$ cat src/rtl/vsac_pkg.sv
package vsac_pkg;
  typedef enum logic [1:0] {
    CLS_MAPPED       = 2'd0,
    CLS_UNM_CACHED   = 2'd1,
    CLS_UNM_UNCACHED = 2'd2,
    CLS_ADDR_ERR     = 2'd3
  } cls_e;

  typedef enum logic [1:0] {
    PRIV_KERN = 2'd0,
    PRIV_SUPV = 2'd1,
    PRIV_USER = 2'd2,
    PRIV_RSVD = 2'd3
  } priv_e;

  typedef enum logic [2:0] {
    SEG_USER,   // region 0
    SEG_SUPX,   // region 1
    SEG_PHYS,   // region 2 direct window
    SEG_KERNX,  // region 3 below compat area
    SEG_KDIRC,  // compat 0: direct cached
    SEG_KDIRU,  // compat 1: direct uncached
    SEG_SUPC,   // compat 2: supervisor mapped
    SEG_KTOP    // compat 3: kernel mapped
  } seg_e;

  typedef struct packed {
    logic hi32_zero;
    logic wide_ok;
    logic kx_ok;
  } rng_t;
endpackage

$ cat src/rtl/vsac_seg_decode.sv
module vsac_seg_decode
  import vsac_pkg::*;
#(
  parameter int VA_W      = 64,
  parameter int IMPL_VA_W = 40,
  parameter int CSEG_W    = 29
) (
  input  logic [VA_W-1:0] va_i,
  output seg_e            seg_o,
  output rng_t            rng_o
);
  localparam int ONES_LO = CSEG_W + 2;
  localparam logic [VA_W-3:0] ONE_X = {{(VA_W-3){1'b0}}, 1'b1};
  localparam logic [VA_W-3:0] KX_LIMIT = (ONE_X << IMPL_VA_W) - (ONE_X << ONES_LO);

  logic [1:0] region;
  logic [1:0] cidx;
  logic       in_compat;

  assign region    = va_i[VA_W-1:VA_W-2];
  assign cidx      = va_i[CSEG_W+1:CSEG_W];
  assign in_compat = &va_i[VA_W-1:ONES_LO];

  assign rng_o.hi32_zero = ~|va_i[VA_W-1:32];
  assign rng_o.kx_ok     = (va_i[VA_W-3:0] < KX_LIMIT);

  generate
    if (IMPL_VA_W < VA_W - 2) begin : g_wide_chk
      assign rng_o.wide_ok = ~|va_i[VA_W-3:IMPL_VA_W];
    end else begin : g_wide_full
      assign rng_o.wide_ok = 1'b1;
    end
  endgenerate

  always_comb begin
    unique case (region)
      2'd0:    seg_o = SEG_USER;
      2'd1:    seg_o = SEG_SUPX;
      2'd2:    seg_o = SEG_PHYS;
      default: begin
        if (!in_compat) seg_o = SEG_KERNX;
        else begin
          unique case (cidx)
            2'd0:    seg_o = SEG_KDIRC;
            2'd1:    seg_o = SEG_KDIRU;
            2'd2:    seg_o = SEG_SUPC;
            default: seg_o = SEG_KTOP;
          endcase
        end
      end
    endcase
  end
endmodule

$ cat src/rtl/vsac_access_rules.sv
module vsac_access_rules
  import vsac_pkg::*;
(
  input  seg_e  seg_i,
  input  priv_e priv_i,
  input  logic  wide_i,
  input  logic  err_lvl_i,
  input  rng_t  rng_i,
  output logic  err_o,
  output cls_e  cls_o
);
  logic is_kern, is_supv;

  assign is_kern = (priv_i == PRIV_KERN);
  assign is_supv = (priv_i == PRIV_SUPV);  // RSVD falls to user

  always_comb begin
    err_o = 1'b1;
    cls_o = CLS_MAPPED;
    unique case (seg_i)
      SEG_USER: begin
        err_o = wide_i ? !rng_i.wide_ok : !rng_i.hi32_zero;
        cls_o = err_lvl_i ? CLS_UNM_UNCACHED : CLS_MAPPED;
      end
      SEG_SUPX: begin
        err_o = !wide_i || !(is_kern || is_supv) || !rng_i.wide_ok;
        cls_o = CLS_MAPPED;
      end
      SEG_PHYS: begin
        err_o = !wide_i || !is_kern;
        cls_o = CLS_UNM_CACHED;
      end
      SEG_KERNX: begin
        err_o = !wide_i || !is_kern || !rng_i.kx_ok;
        cls_o = CLS_MAPPED;
      end
      SEG_KDIRC: begin
        err_o = !is_kern;
        cls_o = CLS_UNM_CACHED;
      end
      SEG_KDIRU: begin
        err_o = !is_kern;
        cls_o = CLS_UNM_UNCACHED;
      end
      SEG_SUPC: begin
        err_o = !(is_kern || is_supv);
        cls_o = CLS_MAPPED;
      end
      SEG_KTOP: begin
        err_o = !is_kern;
        cls_o = CLS_MAPPED;
      end
      default: begin
        err_o = 1'b1;
        cls_o = CLS_MAPPED;
      end
    endcase
  end
endmodule

$ cat src/rtl/vsac_pa_form.sv
module vsac_pa_form
  import vsac_pkg::*;
#(
  parameter int PA_W   = 40,
  parameter int CSEG_W = 29
) (
  input  seg_e            seg_i,
  input  logic [PA_W-1:0] va_lo_i,
  output logic [PA_W-1:0] pa_o
);
  logic [PA_W-1:0] dir_pa;

  generate
    if (PA_W > CSEG_W) begin : g_pad
      assign dir_pa = {{(PA_W-CSEG_W){1'b0}}, va_lo_i[CSEG_W-1:0]};
    end else begin : g_trunc
      assign dir_pa = va_lo_i;
    end
  endgenerate

  always_comb begin
    unique case (seg_i)
      SEG_USER, SEG_PHYS:   pa_o = va_lo_i;
      SEG_KDIRC, SEG_KDIRU: pa_o = dir_pa;  // segment base stripped
      default:              pa_o = '0;
    endcase
  end
endmodule

$ cat src/rtl/vsac_top.sv
module vsac_top
  import vsac_pkg::*;
#(
  parameter int VA_W      = 64,
  parameter int IMPL_VA_W = 40,
  parameter int PA_W      = 40,
  parameter int CSEG_W    = 29
) (
  input  logic            clk_i,
  input  logic            rst_ni,
  input  logic [VA_W-1:0] va_i,
  input  logic [1:0]      mode_i,
  input  logic            wide_i,
  input  logic            err_lvl_i,
  output logic [1:0]      cls_o,
  output logic [PA_W-1:0] pa_o
);
  seg_e            seg;
  rng_t            rng;
  logic            rule_err;
  cls_e            rule_cls;
  logic [PA_W-1:0] raw_pa;
  cls_e            cls_d;
  logic [PA_W-1:0] pa_d;

  vsac_seg_decode #(
    .VA_W(VA_W), .IMPL_VA_W(IMPL_VA_W), .CSEG_W(CSEG_W)
  ) u_seg (
    .va_i (va_i),
    .seg_o(seg),
    .rng_o(rng)
  );

  vsac_access_rules u_rules (
    .seg_i    (seg),
    .priv_i   (priv_e'(mode_i)),
    .wide_i   (wide_i),
    .err_lvl_i(err_lvl_i),
    .rng_i    (rng),
    .err_o    (rule_err),
    .cls_o    (rule_cls)
  );

  vsac_pa_form #(
    .PA_W(PA_W), .CSEG_W(CSEG_W)
  ) u_pa (
    .seg_i  (seg),
    .va_lo_i(va_i[PA_W-1:0]),
    .pa_o   (raw_pa)
  );

  // error wins over any legal class
  assign cls_d = rule_err ? CLS_ADDR_ERR : rule_cls;
  assign pa_d  = (cls_d == CLS_UNM_CACHED || cls_d == CLS_UNM_UNCACHED) ? raw_pa : '0;

  always_ff @(posedge clk_i or negedge rst_ni) begin
    if (!rst_ni) begin
      cls_o <= 2'd0;
      pa_o  <= '0;
    end else begin
      cls_o <= cls_d;
      pa_o  <= pa_d;
    end
  end
endmodule

$ cat config.mk
export PLATFORM = sky130hd
export DESIGN_NAME = vsac_top
export DESIGN_NICKNAME = d
export VERILOG_FILES = /design/src/rtl/vsac_pkg.sv /design/src/rtl/vsac_seg_decode.sv /design/src/rtl/vsac_access_rules.sv /design/src/rtl/vsac_pa_form.sv /design/src/rtl/vsac_top.sv
export SDC_FILE = /design/constraint.sdc
export NUM_CORES = 1
export LEC_CHECK = 0
export ABC_AREA = 1
export ABC_CLOCK_PERIOD_IN_PS = 800
export BUFFER_PORTS_ARGS = -buffer_cell sky130_fd_sc_hd__clkbuf_2
export CORE_MARGIN = 2
export CORE_UTILIZATION = 39
export CTS_CLUSTER_DIAMETER = 40
export DETAILED_ROUTE_END_ITERATION = 8
export GPL_TIMING_DRIVEN = 0
export PLACE_DENSITY = 0.75
export REMOVE_ABC_BUFFERS = 1
export SLEW_MARGIN = 20
export SYNTH_ARGS = -nofsm -noshare
export SYNTH_HDL_FRONTEND = slang
export SYNTH_SLANG_ARGS = --single-unit
$ cat constraint.sdc
create_clock -name clk_i -period 0.8 [get_ports clk_i]
set_input_delay 0.24 -clock clk_i [delete_from_list [all_inputs] [get_ports clk_i]]
set_output_delay 0.24 -clock clk_i [all_outputs]
set_load 0.1 [all_outputs]
==> Word level (Yosys, flattened, before mapping) <==
Cells that the tools add are included.
{ "word_totals": {"ff_bits": 42, "input_bits": 70, "out_inout_bits": 42, "word_cells": 49} }
{ "classes": {"magnitude_cmp": 1, "n_eq_ne": 14, "n_mux": 10, "n_reduce_logical": 22} }
{ "ops": {"columns": ["op", "count"], "rows": [
  ["40-bit case mux with 2 select lines", 1],
  ["62-bit by 40-bit less-than comparator with 1-bit output (second input constant)", 1],
  ["40-bit two-way mux", 1],
  ["33-bit AND reduction", 1],
  ["32-bit OR reduction", 1],
  ["22-bit OR reduction", 1],
  ["3-bit equality test (second input constant)", 4],
  ["3-bit case mux with 3 select lines", 1],
  ["2-bit by 1-bit equality test with 1-bit output (second input constant)", 4],
  ["2-bit case mux with 4 select lines", 1],
  ["2-bit equality test (second input constant)", 3],
  ["3-bit by 2-bit equality test with 1-bit output (second input constant)", 2],
  ["2-bit logical NOT", 3],
  ["1-bit logical OR", 6],
  ["1-bit case mux with 6 select lines", 1],
  ["2-bit case mux with 3 select lines", 1],
  ["2-bit OR reduction", 3],
  ["1-bit logical NOT", 4],
  ["2-bit two-way mux", 2],
  ["4-bit OR reduction", 1],
  ["3-bit by 1-bit equality test with 1-bit output (second input constant)", 1],
  ["3-bit logical NOT", 1],
  ["3-bit two-way mux", 1],
  ["3-bit OR reduction", 1],
  ["1-bit two-way mux", 1]
]} }

==> Logic depth before layout (Yosys ltp) <==
Gate-level depths: netlist (run 1).
{ "depth": {"depth_word": 11, "depth_mapped": 15, "mapped_depth_nobuf": 14} }

==> Cells and area by module <==
A second synthesis (run 1) with hierarchy kept.
{ "unflattened": {"hier_cells": 357, "hier_area_um2": 2431.1} }
{ "by_module_without_submodules": {"columns": ["module", "instances", "cells_per_inst", "area_each_um2", "seq_area_each_um2"], "rows": [
  ["vsac_top", 1, 134, 1455.1, 1051.0],
  ["vsac_pa_form", 1, 122, 524.3, 0.0],
  ["vsac_seg_decode", 1, 77, 347.8, 0.0],
  ["vsac_access_rules", 1, 24, 103.8, 0.0]
]} }

==> Worst setup path after synthesis (run 1) <==
Ideal clock, no wire load.
{ "synth_path": {"path_type": "input to register", "startpoint": "input port va_i[49]", "endpoint": "register pa_o[10]", "setup_ns": 0.116, "arrival_ns": 1.308, "t_required_ns": 0.684, "path_slack_ns": -0.624, "stages": 15, "n_path_buf": 1, "cell_sequence": "inv_1 > nand2_1 > nor2_1 > nand2_1 > nor2_1 > nand2_1 > nand2_1 > nand2_1 > nand2_1 > nand2_1 > nand2_2 > nand3_2 > nand2_2 > buf_6 > nor2_2"} }
{ "synth_via": {"elab_chain_len": 10, "word_cells_on_any_way": 31, "cone_classes": "order compare: 1; eq/ne: 9; mux: 8; reduce/logical: 13"} }
{ "synth_lines": {"columns": ["element", "line", "rtl"], "rows": [
  ["start, declared", "vsac_top.sv:11", "input logic [VA_W-1:0] va_i,"],
  ["branches (longest 9 deep; another with 62-bit by 40-bit less-than comparator with 1-bit output)", null, null],
  ["40-bit two-way mux *", "vsac_top.sv:54", "assign pa_d = (cls_d == CLS_UNM_CACHED || cls_d == CLS_UNM_UNCACHED) ? raw_pa : '0;"],
  ["named net pa_d[10]", "vsac_top.sv:24", "logic [PA_W-1:0] pa_d;"],
  ["end signal, assigned", "vsac_top.sv:62", "pa_o <= pa_d;"],
  ["end, declared", "vsac_top.sv:16", "output logic [PA_W-1:0] pa_o"]
]} }
Mark *: on every way through the listed nets, which the timed path passes.

==> Final worst setup path (run 1) <==
{ "layout_path": {"startpoint": "input port va_i[60]", "endpoint": "register pa_o[27]"} }
Same word-level chain as after synthesis.

==> results of run 1 <==
## layer usage
layer  vias to the layer above  GRT usage, %
met1                       908         23.29
met3                        13         5.756
li1                        949             -
met5                         -             0
met4                         0         7.143
met2                       104         39.86
## sequential cells by signal, indices dropped and copies added, names as in the netlist
name	count
cls_o	2
pa_o	40
## final cells by class
type	count	area (um2)	share of cell area (%)
tap	67	83.83	2.353
clock inverter	2	37.54	1.054
timing repair buffer	119	1185	33.26
multi-input combinational	151	952.2	26.73
inverter	47	180.2	5.058
clock buffer	6	72.57	2.037
sequential	42	1051	29.50
## kinds of logic after synthesis
group,after synthesis,share of synthesized area (%)
simple gates,137,33.08
buf+inv,52,11.81
flops,42,53.33
compound gates,7,1.778
## how the worst min path moves through the flow
stage | startpoint | to | slack, ps | cells after the start
finish | rst_ni | pa_o[15] | -60 | 1
global route | rst_ni | pa_o[15] | -9 | 1
CTS | rst_ni | pa_o[0] | -20 | 1
detailed placement | rst_ni | pa_o[0] | 450 | 1
global placement | rst_ni | pa_o[9] | 450 | 1
floorplan | rst_ni | cls_o[0] | -60 | 0
## worst max-delay path, stage by stage
cell and delay, ps:
clkbuf_2 90, nor2_1 120, nand3_2 120, inv_1 90, nand4_1 130, a21oi_2 170, nand2_2 80, nand2_4 80
buf_12 110, buf_12 160, nand2_8 90, nor2_2 130
## report_power, final
group	total (W)	leakage, nW	internal, W	switching, W
Sequential	0.00223	0.569	0.00218	0.0000464
Clock	0.00166	0.0514	0.000932	0.000730
Combinational	0.00138	1.21	0.000482	0.000902
## synthesized netlist by cell type
| cell type | number | area [um2] |
|---|---|---|
| a21oi_1 | 4 | 20.02 |
| buf_6 | 2 | 22.52 |
| buf_8 | 2 | 30.03 |
| clkbuf_1 | 1 | 3.750 |
| dfrtp_1 | 42 | 1051 |
| inv_1 | 47 | 176.4 |
| nand2_1 | 52 | 195.2 |
| nand2_2 | 2 | 12.51 |
| nand3_1 | 6 | 30.03 |
| nand3_2 | 1 | 10.01 |
| nand4_1 | 2 | 12.51 |
| nor2_1 | 32 | 120.1 |
| nor2_2 | 39 | 244.0 |
| nor2_4 | 2 | 22.52 |
| nor3_1 | 1 | 5.000 |
| o21ai_0 | 2 | 10.01 |
| o21ai_1 | 1 | 5.000 |
## through the flow
step	setup slack, ps	power, W	hold WS [ps]	cells
floorplan	-1074	0.002902	-55.59	233
detailed placement	-1238	0.003246	450.2	411
global route	-756.0	0.005480	-8.668	434
CTS	-563.2	0.005127	-22.94	432
global placement	-1536	0.003237	445.7	411
finish	-626.3	0.005272	-57.82	434
## timing repair
action / 4_1_cts / 5_1_grt
gates resized for setup: 111 / 75
gates cloned: 7 / 1
setup buffers: 6 / 1
endpoints found under the hold margin: 42 / 6
pin swaps: 10 / 10
endpoints found under the setup margin: 86 / 84
==> impl_metrics.ini, run 1 <==
[outcome]
violated_checks = hold timing, setup timing
outcome = finished, violations left

[sta]
final.min_clock_period_ps = 1426
fin_ws_ps = -626.3
report.final.setup_viol = 84
rsz0062_at_grt = true
clock.fmax_mhz = 701.1
timing_hold_violations_final = 42
worst_pin_slew_ps = 548.9
hold_ws_ps = -57.82
final_min_period_over_clock_period_pct = 178.3
slew_headroom_pct = 63.40
drv_slew = 0
post_route_setup_tns_ps = -37870

[route]
drcViolationCount = 0
wl_met1_um = 2286
met3WireLength_um = 554
maxUsedRoutingLayer = met4
dr.pass1.iters = 4
per_cell_routed_wire_length_um = 15.18
routed-via-count = 1974
avgViaCountPerCell = 4.548
routed_wl_um = 6589
met2_wirelength_um = 3614
detail_route_antenna_nets = 0
drtIter0Drc = 84

[critical_path]
worstSetupStartpoint = va_i[60]
end_kind = flip-flop
timing.critical_path.from_type = primary input
worstPathMaxFanout = 5
crit_end = pa_o[27]
worst_ep_arrival_time_ps = 1640
required_arrival_time_at_the_worst_endpoint_ps = 1020
worst-setup-path-type = primary input to flip-flop

[cells_and_area]
post-route-cell-area_um2 = 3562
areaGrowthSynthToFinish_pct = 80.76
layout_cells_sized_above_1_pct = 52.59
most_frequent_standard_cell_in_the_layout_excluding_fill_and_tap_cells = clkbuf_2
mostFrequentLayoutCells = 61 x clkbuf_2, 50 x nand2_1, 44 x inv_1
layout.nets = 436
final_util_pct = 74.43
antenna_cells_inserted = 0
final.fill_count = 321

[logic_synthesis]
syn_avg_cell_area_um2 = 8.280
synth.ff_latch_count = 42
synthesis.area_um2 = 1971
synth-warning-count = 0
post_synth_inst_count = 238
synth_cell_type_count = 17
seq_area_frac_synth_pct = 53.33

[power_and_ir_drop]
peakVddDrop_mv = 1.046
power_density_nw_per_um2 = 1480
static-leakage-power_nw = 1.833

[placement]
globalplace.congestion = 0.8257
dp.final_hpwl_um = 3315
placement.cell_area_um2 = 2559
buffer_ports.inserted = 111

[global_routing]
antenna_found_initial = 0
grt_start_max_net_pins = 43
grt_pass1_wl_um = 8811
via_count_of_the_first_global_routing_pass = 1890
global_route.usage.total_pct = 21.39
gr-total-overflow = 0

[clock_network]
root_buffer = clkbuf_8
cts.clk_slew.worst_paths_ps = 90
tritoncts_clock_tree = built
cts_buffers = 5
cts.path.max_buffers = 2
cts_max_level = 2
cts_num_sinks = 42

[floorplanning]
row_count = 25
initial_core_util_pct = 41.18
dieArea_um2 = 5638
ioPinCount = 112
die_outline_height_um = 75.09
core_region_area_um2 = 4786
die_w_um = 75.09

[hold_path]
worstHoldPathType = primary input to asynchronous set/reset pin

[flow_run]
maxCapViolations = 0
Note: power is estimated with default switching activity, not from simulation.
==> run 2: changes to the inputs <==
TNS_END_PERCENT = 20   (was not set)
==> run 2 against run 1 <==
Maximum frequency up 1.3%. Total power down 1.0%. Sequential cell count unchanged. Final area down 2.0%. Via count down 0.71%. Critical endpoint is now pa_o[19]. Combinational power down 3%. Critical path depth unchanged. Clock power about the same. First-iteration DRC count up 2.4%. The run still ends with hold timing, setup timing left. Worst hold slack better by 4.0 ps.
==> impl_metrics.ini, run 2 (synthesis results as in run 1) <==
[floorplanning]
die_outline_height_um = 75.09
ioPinCount = 112
row_count = 25
dieArea_um2 = 5638
core_region_area_um2 = 4786
initial_core_util_pct = 41.18
die_w_um = 75.09

[power_and_ir_drop]
peakVddDrop_mv = 1.051
p_total_w = 0.005216
static-leakage-power_nw = 1.810
power_density_nw_per_um2 = 1494

[critical_path]
worst-setup-path-type = primary input to flip-flop
worstPathMaxFanout = 7
timing.critical_path.from_type = primary input
worstSetupStartpoint = va_i[60]
required_arrival_time_at_the_worst_endpoint_ps = 990
end_kind = flip-flop
worst_ep_arrival_time_ps = 1600

[cells_and_area]
final_instance_count_without_filler_cells = 432
areaGrowthSynthToFinish_pct = 77.21
most_frequent_standard_cell_in_the_layout_excluding_fill_and_tap_cells = clkbuf_2
layout.nets = 434
sequential_cell_area_um2 = 1051
mostFrequentLayoutCells = 61 x clkbuf_2, 50 x nand2_1, 44 x inv_1
final.fill_count = 323
top_register = pa_o
layout_cells_sized_above_1_pct = 52.33
largest_register_ff_count = 40
post-route-cell-area_um2 = 3492
layout_top_registers = pa_o (40), cls_o (2)
multi_input_area_um2 = 927.1
antenna_cells_inserted = 0

[clock_network]
cts_num_sinks = 42
cts_buffers = 5
cts.clk_slew.worst_paths_ps = 80
root_buffer = clkbuf_8
tritoncts_clock_tree = built
cts_max_level = 2
cts.path.max_buffers = 2

[global_routing]
grt_start_max_net_pins = 43
global_route.usage.total_pct = 21.39
antenna_found_initial = 0
via_count_of_the_first_global_routing_pass = 1890
gr-total-overflow = 0
grt_pass1_wl_um = 8811

[route]
routed-via-count = 1960
per_cell_routed_wire_length_um = 14.13
drcViolationCount = 0
drtIter0Drc = 86
routed_wl_um = 6103
detail_route_antenna_nets = 0
avgViaCountPerCell = 4.537
dr.pass1.iters = 4

[sta]
report.final.setup_viol = 84
drv_slew = 0
timing_hold_violations_final = 42
worst_pin_slew_ps = 558.2
fin_ws_ps = -608.4
final_min_period_over_clock_period_pct = 176.0
clock.fmax_mhz = 710.0
hold_ws_ps = -53.78
slew_headroom_pct = 62.79
final.min_clock_period_ps = 1408
rsz0062_at_grt = true

[placement]
globalplace.congestion = 0.8257
buffer_ports.inserted = 111
placement.cell_area_um2 = 2559
numPlacedInstances = 411
dp.final_hpwl_um = 3315

[flow_run]
maxCapViolations = 0

[outcome]
violated_checks = hold timing, setup timing
outcome = finished, violations left

[hold_path]
worstHoldPathType = primary input to asynchronous set/reset pin
run 2: report_power, final:
group,switching (W),total [W],internal [W],leakage [nW]
registers,0.0000435,0.00222,0.00218,0.569
clock network,0.000720,0.00165,0.000931,0.0514
logic,0.000880,0.00134,0.000462,1.19
total,0.00164,0.00522,0.00357,1.81
run 2: metrics by stage:
stage | worst slack, ps | setup TNS (ps) | util, %
floorplan | -1074 | -57020 | -
global placement | -1536 | -81470 | 53.36
detailed placement | -1238 | -70230 | 53.46
CTS | -563.6 | -36100 | 69.44
global route | -763.7 | -44680 | 72.97
finish | -608.4 | -37130 | 72.97
run 2: worst max-delay path, stage by stage:
cell and delay, ps:
clkbuf_2 90, nor2_1 120, nand3_2 120, inv_1 90
nand4_1 130, a21oi_2 170, nand2_2 80, nand2_4 90
nand3_4 90, buf_12 200, nand2_8 110, nor2_2 50
run 2: what timing repair did:
action                                  in CTS  in global routing
gates resized for setup                    111                 70
setup buffers                                6                  0
hold endpoints to repair                    42                  6
cloned                                       7                  0
endpoints found under the setup margin      86                 84
pin swaps                                    9                 10
run 2: path summary, 6_finish.rpt:
kind | to | slack, ps | cells after the start
worst max-delay path | pa_o[19] | -610 | 12
worst min-delay path | pa_o[0] | -50 | 1
max in group asynchronous | cls_o[0] | 460 | 1
min in group clk_i | pa_o[28] | 140 | 3
run 2: layout make-up:
class / instances / area share [%]
clock buffers: 6 / 2.078
clock inverters: 2 / 1.075
inverters: 47 / 5.159
multi-input cells: 151 / 26.55
flip-flops and latches: 42 / 30.10
well taps: 67 / 2.401
repair buffers: 117 / 32.64
run 2: per-layer routing:
metal | vias to the layer above | track usage (%) | routed length (um)
li1 | 948 | - | -
met1 | 894 | 23.29 | 2148
met2 | 112 | 39.86 | 3328
met3 | 6 | 5.756 | 549
met4 | 0 | 7.143 | 77
met5 | - | 0 | 0
==> run 3: changes to the inputs <==
ABC_AREA = not set   (was 1)
CORE_UTILIZATION = 37   (was 39)
==> run 3 against run 2 <==
Largest cell class unchanged. Clock power fell by 3%. The flow still finishes with violations (hold timing, setup timing). First-iteration DRC count shrank 4.7%. Synthesized area fell by 14%. Total power down 16%. Sequential cell count unchanged. Critical endpoint is now pa_o[8].
==> impl_metrics.ini, run 3 <==
[outcome]
outcome = finished, violations left
violated_checks = hold timing, setup timing

[flow_run]
maxCapViolations = 0

[floorplanning]
ioPinCount = 112
core_region_area_um2 = 4384
initial_core_util_pct = 38.50
die_outline_height_um = 71.54
dieArea_um2 = 5118
row_count = 24
die_w_um = 71.54

[cells_and_area]
most_frequent_standard_cell_in_the_layout_excluding_fill_and_tap_cells = clkbuf_2
layout_top_registers = pa_o (40), cls_o (2)
areaGrowthSynthToFinish_pct = 92.36
layout.nets = 328
layout_cells_sized_above_1_pct = 62.55
post-route-cell-area_um2 = 3247
top_register = pa_o
mostFrequentLayoutCells = 60 x clkbuf_2, 42 x dfrtp_1, 39 x buf_8
final.fill_count = 267
antenna_cells_inserted = 0
largest_register_ff_count = 40
final_util_pct = 74.06

[logic_synthesis]
synth_top_flop_cell = dfrtp_1
synthMostInstantiatedCell = dfrtp_1
post_synth_inst_count = 137
synth_area_leaders = dfrtp_1 62%, and2_1 11%, nor4b_1 5.2%, nor4_1 3.7%, nand4_1 2.6%
synth_async_sr_flop_share_pct = 100.0
synth-warning-count = 0
synth.cells.most_frequent = 42 x dfrtp_1, 29 x and2_1, 10 x nor4_1, 10 x nor4b_1, 7 x nand4_1
synthDominantCellAreaShare_pct = 62.27
syn_avg_cell_area_um2 = 12.32
synth.ff_latch_count = 42
synth_cell_type_count = 28
synth_edf_count = 0
seq_area_frac_synth_pct = 62.27
synthesis.area_um2 = 1688
synth_top_area_cell = dfrtp_1

[route]
drtIter0Drc = 82
routed-via-count = 1726
routed_wl_um = 6153
avgViaCountPerCell = 5.550
dr.pass1.iters = 4
drcViolationCount = 0
detail_route_antenna_nets = 0
per_cell_routed_wire_length_um = 19.78

[global_routing]
grt_start_max_net_pins = 43
antenna_found_initial = 0
use_met1_pct = 25.48
grt.busiest_layer = met2
grt_use_met2_pct = 40.23
grt_pass1_wl_um = 8666
gr-total-overflow = 0
global_route.usage.total_pct = 22.18
grtUsageMet3_pct = 5.767
via_count_of_the_first_global_routing_pass = 1812

[power_and_ir_drop]
peakVddDrop_mv = 0.7038
clock_power_share_pct = 36.7
pwr-share-seq_pct = 49.1
switching_power_w = 0.001039
cellInternalPower_w = 0.003317
static-leakage-power_nw = 1.538
power_density_nw_per_um2 = 1342
swShare_pct = 23.86
comb_power_share_pct = 14.2

[hold_path]
worstHoldPathType = primary input to asynchronous set/reset pin

[sta]
clock.fmax_mhz = 558.8
final.min_clock_period_ps = 1789
fin_ws_ps = -989.4
timing_hold_violations_final = 42
final_min_period_over_clock_period_pct = 223.7
report.final.setup_viol = 84
post_route_setup_tns_ps = -51840
rsz0062_at_grt = true
slew_headroom_pct = 45.21
drv_slew = 0
hold_ws_ps = -34.16
worst_pin_slew_ps = 821.0

[clock_network]
root_buffer = clkbuf_8
cts.clk_slew.worst_paths_ps = 70
tritoncts_clock_tree = built
cts_buffers = 5
cts.path.max_buffers = 2
cts_num_sinks = 42
cts_max_level = 2

[critical_path]
worstPathBufferInverterCount = 2
timing.critical_path.slowest_cell_delay_ps = 410
worst-setup-path-type = primary input to flip-flop
timing.critical_path.depth = 8
end_kind = flip-flop
crit_family = compound AO/OA/AOI/OAI gates
worstPathMaxFanout = 8
worst_ep_arrival_time_ps = 2020
timing.critical_path.from_type = primary input
worst_path_max_delay_cell = o32a_1
crit_path_cell_trace = buf_8 -> nor4_4 -> nand4_1 -> o32a_1 -> o32ai_4 -> buf_6 -> o221a_4 -> and2_4
required_arrival_time_at_the_worst_endpoint_ps = 1030

[placement]
buffer_ports.inserted = 111
globalplace.congestion = 0.8401
dp.final_hpwl_um = 3174
placement.cell_area_um2 = 2257
## run 3: cell count changes in the layout (fill, tap and decap cells not counted), moves of 8 or more
cell / before / now
inv_1: 44 / 2
nand2_1: 50 / 3
and2_1: 0 / 21
and2_4: 0 / 8
nor2_2: 39 / 1
nor2_1: 25 / 3
nand2_8: 8 / 0
## run 3: path summary, 6_finish.rpt
path	startpoint	slack (ps)	to
setup / recovery	va_i[44]	-990	pa_o[8]
hold / removal	rst_ni	-30	pa_o[6]
max in group asynchronous	rst_ni	450	cls_o[0]
min in group clk_i	va_i[25]	160	pa_o[25]
## run 3: power by group through the flow
stage	logic, W	clock network [W]	registers (W)
after floorplan	0.0000706	0	0.00226
after CTS	0.000522	0.00163	0.00214
final	0.000619	0.00160	0.00214
after detailed placement	0.000431	0	0.00218
after global placement	0.000429	0	0.00218
after global routing	0.000654	0.00171	0.00214
## run 3: kinds of logic after synthesis
group	Yosys count	share of synthesized area (%)
AND/OR/NAND/NOR	74	27.72
flip-flops	42	62.27
AO/OA/AOI/OAI	12	6.524
buffers and inverters	9	3.484
## run 3: cell type report
type / instances / area [um2] / area share, %
Timing Repair Buffer: 117 / 1114 / 34.30
Sequential cell: 42 / 1051 / 32.37
Multi-Input combinational cell: 90 / 903.4 / 27.82
Clock buffer: 7 / 76.32 / 2.351
Tap cell: 52 / 65.06 / 2.004
Clock inverter: 1 / 30.03 / 0.9249
Inverter: 2 / 7.507 / 0.2312
## run 3: timing repair
item | 4_1_cts | 5_1_grt
hold buffers | 0 | 0
cloned | 4 | 0
pin swaps | 29 | 21
setup buffers | 4 | 2
gates resized for setup | 113 | 83
setup endpoints to repair | 84 | 126
## run 3: stage by stage
stage,hold slack (ps),worst slack (ps),instances,power (W)
2_1_floorplan,-55.59,-1116,130,0.002328
3_3_place_gp,446.1,-1483,293,0.002605
3_5_place_dp,449.1,-1542,293,0.002608
4_1_cts,140.8,-973.6,309,0.004286
5_1_grt,14.66,-1105,311,0.004506
6_report,-34.16,-989.4,311,0.004356
## run 3: per-layer routing
metal  share of wire (%)  wire length, um
met1                  38             2328
met4                0.89               55
met5                   0                0
met3                 8.0              492
met2                  53             3276
